`src/rtl/pc_fetch_unit.sv`:
```
module pc_fetch_unit #(
  parameter int ADDR_W = 32,
  parameter int IMM_W  = 16,
  parameter int TGT_W  = 26,
  parameter logic [ADDR_W-1:0] RESET_PC = '0
) (
  input  logic              clk,
  input  logic              rst,
  input  logic [IMM_W-1:0]  imm_i,
  input  logic [TGT_W-1:0]  target_i,
  input  logic              branch_sel_i,
  input  logic              jump_sel_i,
  input  logic              equal_i,
  output logic [ADDR_W-1:0] pc_o
);
  localparam int ALIGN = 2;
  localparam int EXT_W = ADDR_W - IMM_W - ALIGN;
  localparam int HI_W  = ADDR_W - TGT_W - ALIGN;
  localparam logic [ADDR_W-1:0] STEP = ADDR_W'(1 << ALIGN);

  logic [ADDR_W-1:0] pc_q, seq_pc, br_off, br_pc, jmp_pc, nxt_pc;
  logic take_br;

  assign seq_pc  = pc_q + STEP;
  assign br_off  = {{EXT_W{imm_i[IMM_W-1]}}, imm_i, {ALIGN{1'b0}}};
  assign br_pc   = seq_pc + br_off;
  assign jmp_pc  = {pc_q[ADDR_W-1 -: HI_W], target_i, {ALIGN{1'b0}}};
  assign take_br = branch_sel_i & equal_i;

  always_comb begin
    if (jump_sel_i)   nxt_pc = jmp_pc;
    else if (take_br) nxt_pc = br_pc;
    else              nxt_pc = seq_pc;
  end

  always_ff @(posedge clk) begin
    if (rst) pc_q <= RESET_PC;
    else     pc_q <= nxt_pc;
  end

  assign pc_o = pc_q;
endmodule

```
`config.mk`:
```
export PLATFORM = sky130hd
export DESIGN_NAME = pc_fetch_unit
export DESIGN_NICKNAME = d
export VERILOG_FILES = /design/src/rtl/pc_fetch_unit.sv
export SDC_FILE = /design/constraint.sdc
export NUM_CORES = 1
export LEC_CHECK = 0
export ABC_AREA = 1
export BUFFER_PORTS_ARGS = -buffer_cell sky130_fd_sc_hd__buf_2
export CORE_ASPECT_RATIO = 0.9
export CORE_MARGIN = 5
export CORE_UTILIZATION = 45
export DETAILED_ROUTE_END_ITERATION = 12
export GPL_TIMING_DRIVEN = 0
export MAX_ROUTING_LAYER = met4
export PLACE_DENSITY = 0.72
export SYNTH_ARGS = -nofsm -noshare
export SYNTH_HDL_FRONTEND = slang
export SYNTH_SLANG_ARGS = --single-unit
export TNS_END_PERCENT = 50
```
`constraint.sdc`:
```
create_clock -name clk -period 5.1 [get_ports clk]
set_input_delay 0.765 -clock clk [delete_from_list [all_inputs] [get_ports clk]]
set_output_delay 0.765 -clock clk [all_outputs]
set_load 0.01 [all_outputs]
```
Yosys cells after proc, flatten, opt, wreduce, memory -nomap -nowiden
Index checks and enable logic that the tools add are counted.
{"block": "word_totals", "wordCells": 9, "ff_bits": 32, "input_bits": 47, "output_inout_bits": 32}
{"block": "op_classes", "reduce_logical": 1, "add_sub_neg": 2, "n_bitwise": 1, "n_mux": 2}
{"operator": "32-bit by 3-bit adder with 32-bit output, second input constant", "n": 1}
{"operator": "32-bit adder", "n": 1}
{"operator": "32-bit 2-to-1 mux", "n": 1}
{"operator": "28-bit 2-to-1 mux", "n": 1}
{"operator": "2-bit OR reduction", "n": 1}
{"operator": "1-bit bitwise AND", "n": 1}

Logic depth before layout (Yosys ltp)
{"block": "depth", "ltp_word": 4, "depth_mapped": 22, "ltp_nobuf": 22}

Least setup slack after synthesis
OpenSTA, ideal clock, no wires.
{"block": "synth_path", "path_type": "flip-flop to flip-flop", "startpoint": "register pc_q[2], in the netlist pc_o[2]", "endpoint": "register pc_q[15], in the netlist pc_o[15]", "synth_period_minus_slack_ns": 2.647, "required_time_ns": 4.966, "arrival_ns": 2.513, "path_buffers": 0, "setup_time_ns": 0.134, "slack_ns": 2.453, "stages_incl_launch_ff": 18, "cell_sequence": "dfxtp_1 ha_1 nand2_1 nor2_1 inv_1 nor2_2 xnor2_1 clkinv_1 ha_1 nand2_1 inv_1 nand2_1 nand2_1 a21oi_1 nand2_1 or2_2 nand3_1 a31oi_1"}
{"block": "synth_between", "elab_chain_cells": 4}
{"item": "start, declared", "line": "21", "rtl": "logic [ADDR_W-1:0] pc_q, seq_pc, br_off, br_pc, jmp_pc, nxt_pc;"}
{"item": "start signal, assigned", "line": "38", "rtl": "else pc_q <= nxt_pc;"}
{"item": "32-bit by 3-bit adder with 32-bit output *", "line": "24", "rtl": "assign seq_pc = pc_q + STEP;"}
{"item": "32-bit adder", "line": "26", "rtl": "assign br_pc = seq_pc + br_off;"}
{"item": "32-bit 2-to-1 mux *", "line": "32", "rtl": "else if (take_br) nxt_pc = br_pc;"}
{"item": "28-bit 2-to-1 mux *", "line": "31", "rtl": "if (jump_sel_i) nxt_pc = jmp_pc;"}
Every way passes the cells marked *; elsewhere a longest branch is shown, timed or not.
A chain may end at the register's enable or synchronous reset.

Worst setup path after layout
{"block": "layout_path", "startpoint": "register pc_q[2], in the netlist pc_o[2]", "endpoint": "register pc_q[31], in the netlist pc_o[31]"}
{"block": "layout_between", "elab_chain_cells": 3}
{"item": "32-bit by 3-bit adder with 32-bit output *", "line": "24"}
{"item": "32-bit adder", "line": "26"}
{"item": "32-bit 2-to-1 mux *", "line": "32"}
Marks and branches as above.

==> impl_metrics.ini <==
[critical_path]
crit_slowest_cell = ha_1
required_ns = 5.26
path_max_fanout = 5
path_cells = ha_1 > nand2_1 > nor2_1 > inv_1 > nor2_2 > xnor2_1 > clkinv_1 > ha_1 > nand2_1 > nor2_2 > inv_1 > nor2_1 > nand2_1 > nand2_1 > nand2_1 > nand2_1 > nand3_1 > nand3_1 > a21oi_2
cpLargestDelayFamily = simple AND/OR/NAND/NOR gates
cp.arrival_ns = 3.63
start_kind = register
slowest_delay_ns = 0.44
crit_top_cell = nand2_1
crit_buf_inv = 3
critPathCaptureType = register
path_class = reg2reg

[floorplanning]
die_w_microns = 115
core_sq_um = 9660
fp-row-count = 34
dieArea_sq_um = 12000
die_h_microns = 104
start_util_pct = 46.2
ioPinCount = 79

[place]
dpl.hpwl_microns = 12700
placed_area_sq_um = 4990
io_buffers = 75
place_congestion = 0.997

[logic_synthesis]
synth_cells = 805
ys_seq_area_share_pct = 13.5
synth_area_leaders = nand2_1 22%, dfxtp_1 13%, inv_1 10%
yosysMostFrequentCell = nand2_1
async_flop_share_pct = 0
synth_top_area_share_pct = 22.5
ys_top_cells_by_count = 267 x nand2_1, 119 x inv_1, 71 x nand3_1, 69 x nor2_1, 40 x a21oi_1
synth_flop_cell = dfxtp_1
ys_types = 36
yosysTopAreaCell = nand2_1
synth_edf_count = 0
syn_area_per_cell_sq_um = 5.54
synth_seq_cells = 30
syn-cell-area_sq_um = 4460
ys_warn_count = 0

[timing]
period_share_pct = 67.9
finalSetupViolCount = 0
max-slew-margin-rel_pct = 61.7
max_slew.worst_pin.slew_ns = 0.575
hold_viol = 0
rsz0062_at_grt = no
clock.fmax_mhz = 289
skew_ns = 0.00489
slew_violations = 0
finalCriticalPeriod_ns = 3.46
finalSetupTns_ns = 0

[routing]
drtPass1Iterations = 6
via_per_inst = 5.24
antenna_left = 0
routed_wl_microns = 14800
avgRoutedWirePerCell_microns = 14.6
vias = 5317
drc = 0
drt_iter0_markers = 636

[grt]
antenna_found_initial = 0
overflow = 0
grt_max_degree = 19
grt_pass1_wl_microns = 23100
first_global_vias = 4684
grtUsageTotal_pct = 24.8

[final_layout]
fin_util_pct = 52.8
antenna_cells = 0
fill_cells = 1027
final-seq-area_sq_um = 601
largest_register_ffs = 30
area_growth_syn_to_layout_pct = 14.5
multiInputGateArea_sq_um = 3300
stdcell_area_sq_um = 5100
final_nets = 969
drive_gt1_share_pct = 15.0

[worst_hold_path]
min_path_type = reg2reg

[cts]
clk_latency_ns = 0.28
cts_tree = built
cts_buffer_depth = 2
clock_sinks = 30
numCtsBuffers = 5
clock-root-buffer = clkbuf_8
h-tree-depth = 2
cts_setup_buffers = 0
cts_resized = 0
ctsHoldBuffers = 0
clk_pin_slew_ns = 0.07

[power_and_ir_drop]
switching_power_w = 0.000404
peakVddDrop_v = 0.000111
sw_frac_of_total_pct = 42.0
p_clk_share_pct = 24.1
p_comb_share_pct = 46.8
p_int_w = 0.000558
cellLeakagePower_nw = 2.84
seq_power_share_pct = 29.1
report.power.total_w = 0.000961
power.density_nw_per_um2 = 188

[run_status]
status = finished, final reports clean

[job]
cap_violations = 0
==> cells in the final DEF (no fill, tap or decap), drive strengths merged, types with 10 or more instances in the layout <==
master	n
a21oi	43
a31oi	11
buf	80
clkbuf	15
dfxtp	30
ha	33
inv	124
nand2	278
nand3	73
nand4	10
nor2	81
nor3	11
o21ai	39
xor2	13
==> cell families (layout without fill, tap and decap cells) <==
group                    Yosys count  in the layout  share of synthesized area [%]
XOR/XNOR                          17             17                           3.68
flip-flops                        30             30                           13.5
AND/OR/NAND/NOR                  472            472                           46.9
AO/OA/AOI/OAI                    109            109                           13.7
other                              1              2                         0.0841
adder cells (fa/ha/maj)           34             34                           9.71
buffers and inverters            142            225                           12.5
==> power groups by stage <==
stage	logic, W	registers, W	clock network [W]
2_1_floorplan	0.000300	0.000289	0
3_3_place_gp	0.000434	0.000284	0
3_5_place_dp	0.000437	0.000284	0
4_1_cts	0.000440	0.000279	0.000236
5_1_grt	0.000503	0.000283	0.000247
6_report	0.000450	0.000280	0.000232
==> metal layers <==
metal | vias up | track usage, % | routed length [microns]
li1 | 2734 | - | -
met1 | 2325 | 36.6 | 6890
met2 | 238 | 37.1 | 6380
met3 | 20 | 1.28 | 1290
met4 | 0 | 5.78 | 256
met5 | - | - | 0
==> path summary, 6_finish.rpt <==
path                         startpoint               endpoint  slack [ns]  depth (start not counted)
hold reg to reg   pc_o[30]$_SDFFE_PP0N_  pc_o[30]$_SDFFE_PP0N_        0.60                          2
setup reg to reg     pc_o[2]$_SDFF_PP0_  pc_o[31]$_SDFFE_PP0N_        1.64                         19
hold / removal    pc_o[30]$_SDFFE_PP0N_  pc_o[30]$_SDFFE_PP0N_        0.60                          2
setup / recovery     pc_o[2]$_SDFF_PP0_  pc_o[31]$_SDFFE_PP0N_        1.64                         19
==> worst reg2reg max path: stages, from the launching register on <==
cell and delay (ns):
dfxtp_1 0.41, ha_1 0.29, nand2_1 0.11, nor2_1 0.28
inv_1 0.14, nor2_2 0.23, xnor2_1 0.17, clkinv_1 0.20
ha_1 0.45, nand2_1 0.11, nor2_2 0.16, inv_1 0.08
nor2_1 0.13, nand2_1 0.07, nand2_1 0.16, nand2_1 0.07
nand2_1 0.09, nand3_1 0.07, nand3_1 0.08, a21oi_2 0.05
==> through the flow <==
stage / std cells / hold slack [ns] / setup slack (ns)
finish: 1015 / 0.602 / 1.64
global route: 1015 / 0.657 / 1.28
CTS: 1015 / 0.602 / 1.62
detailed placement: 1007 / 0.595 / 1.67
global placement: 1007 / 0.594 / 1.71
floorplan: 806 / 0.591 / 2.45
==> area by class of cell <==
class,instances,area share [%]
Clock inverter,3,0.785
Tap cell,126,3.09
Sequential cell,30,11.8
Buffer,15,1.54
Multi-Input combinational cell,634,64.8
Clock buffer,5,1.35
Inverter,127,9.34
Timing Repair Buffer,75,7.36
No activity file was read; power rests on OpenSTA's default activity.
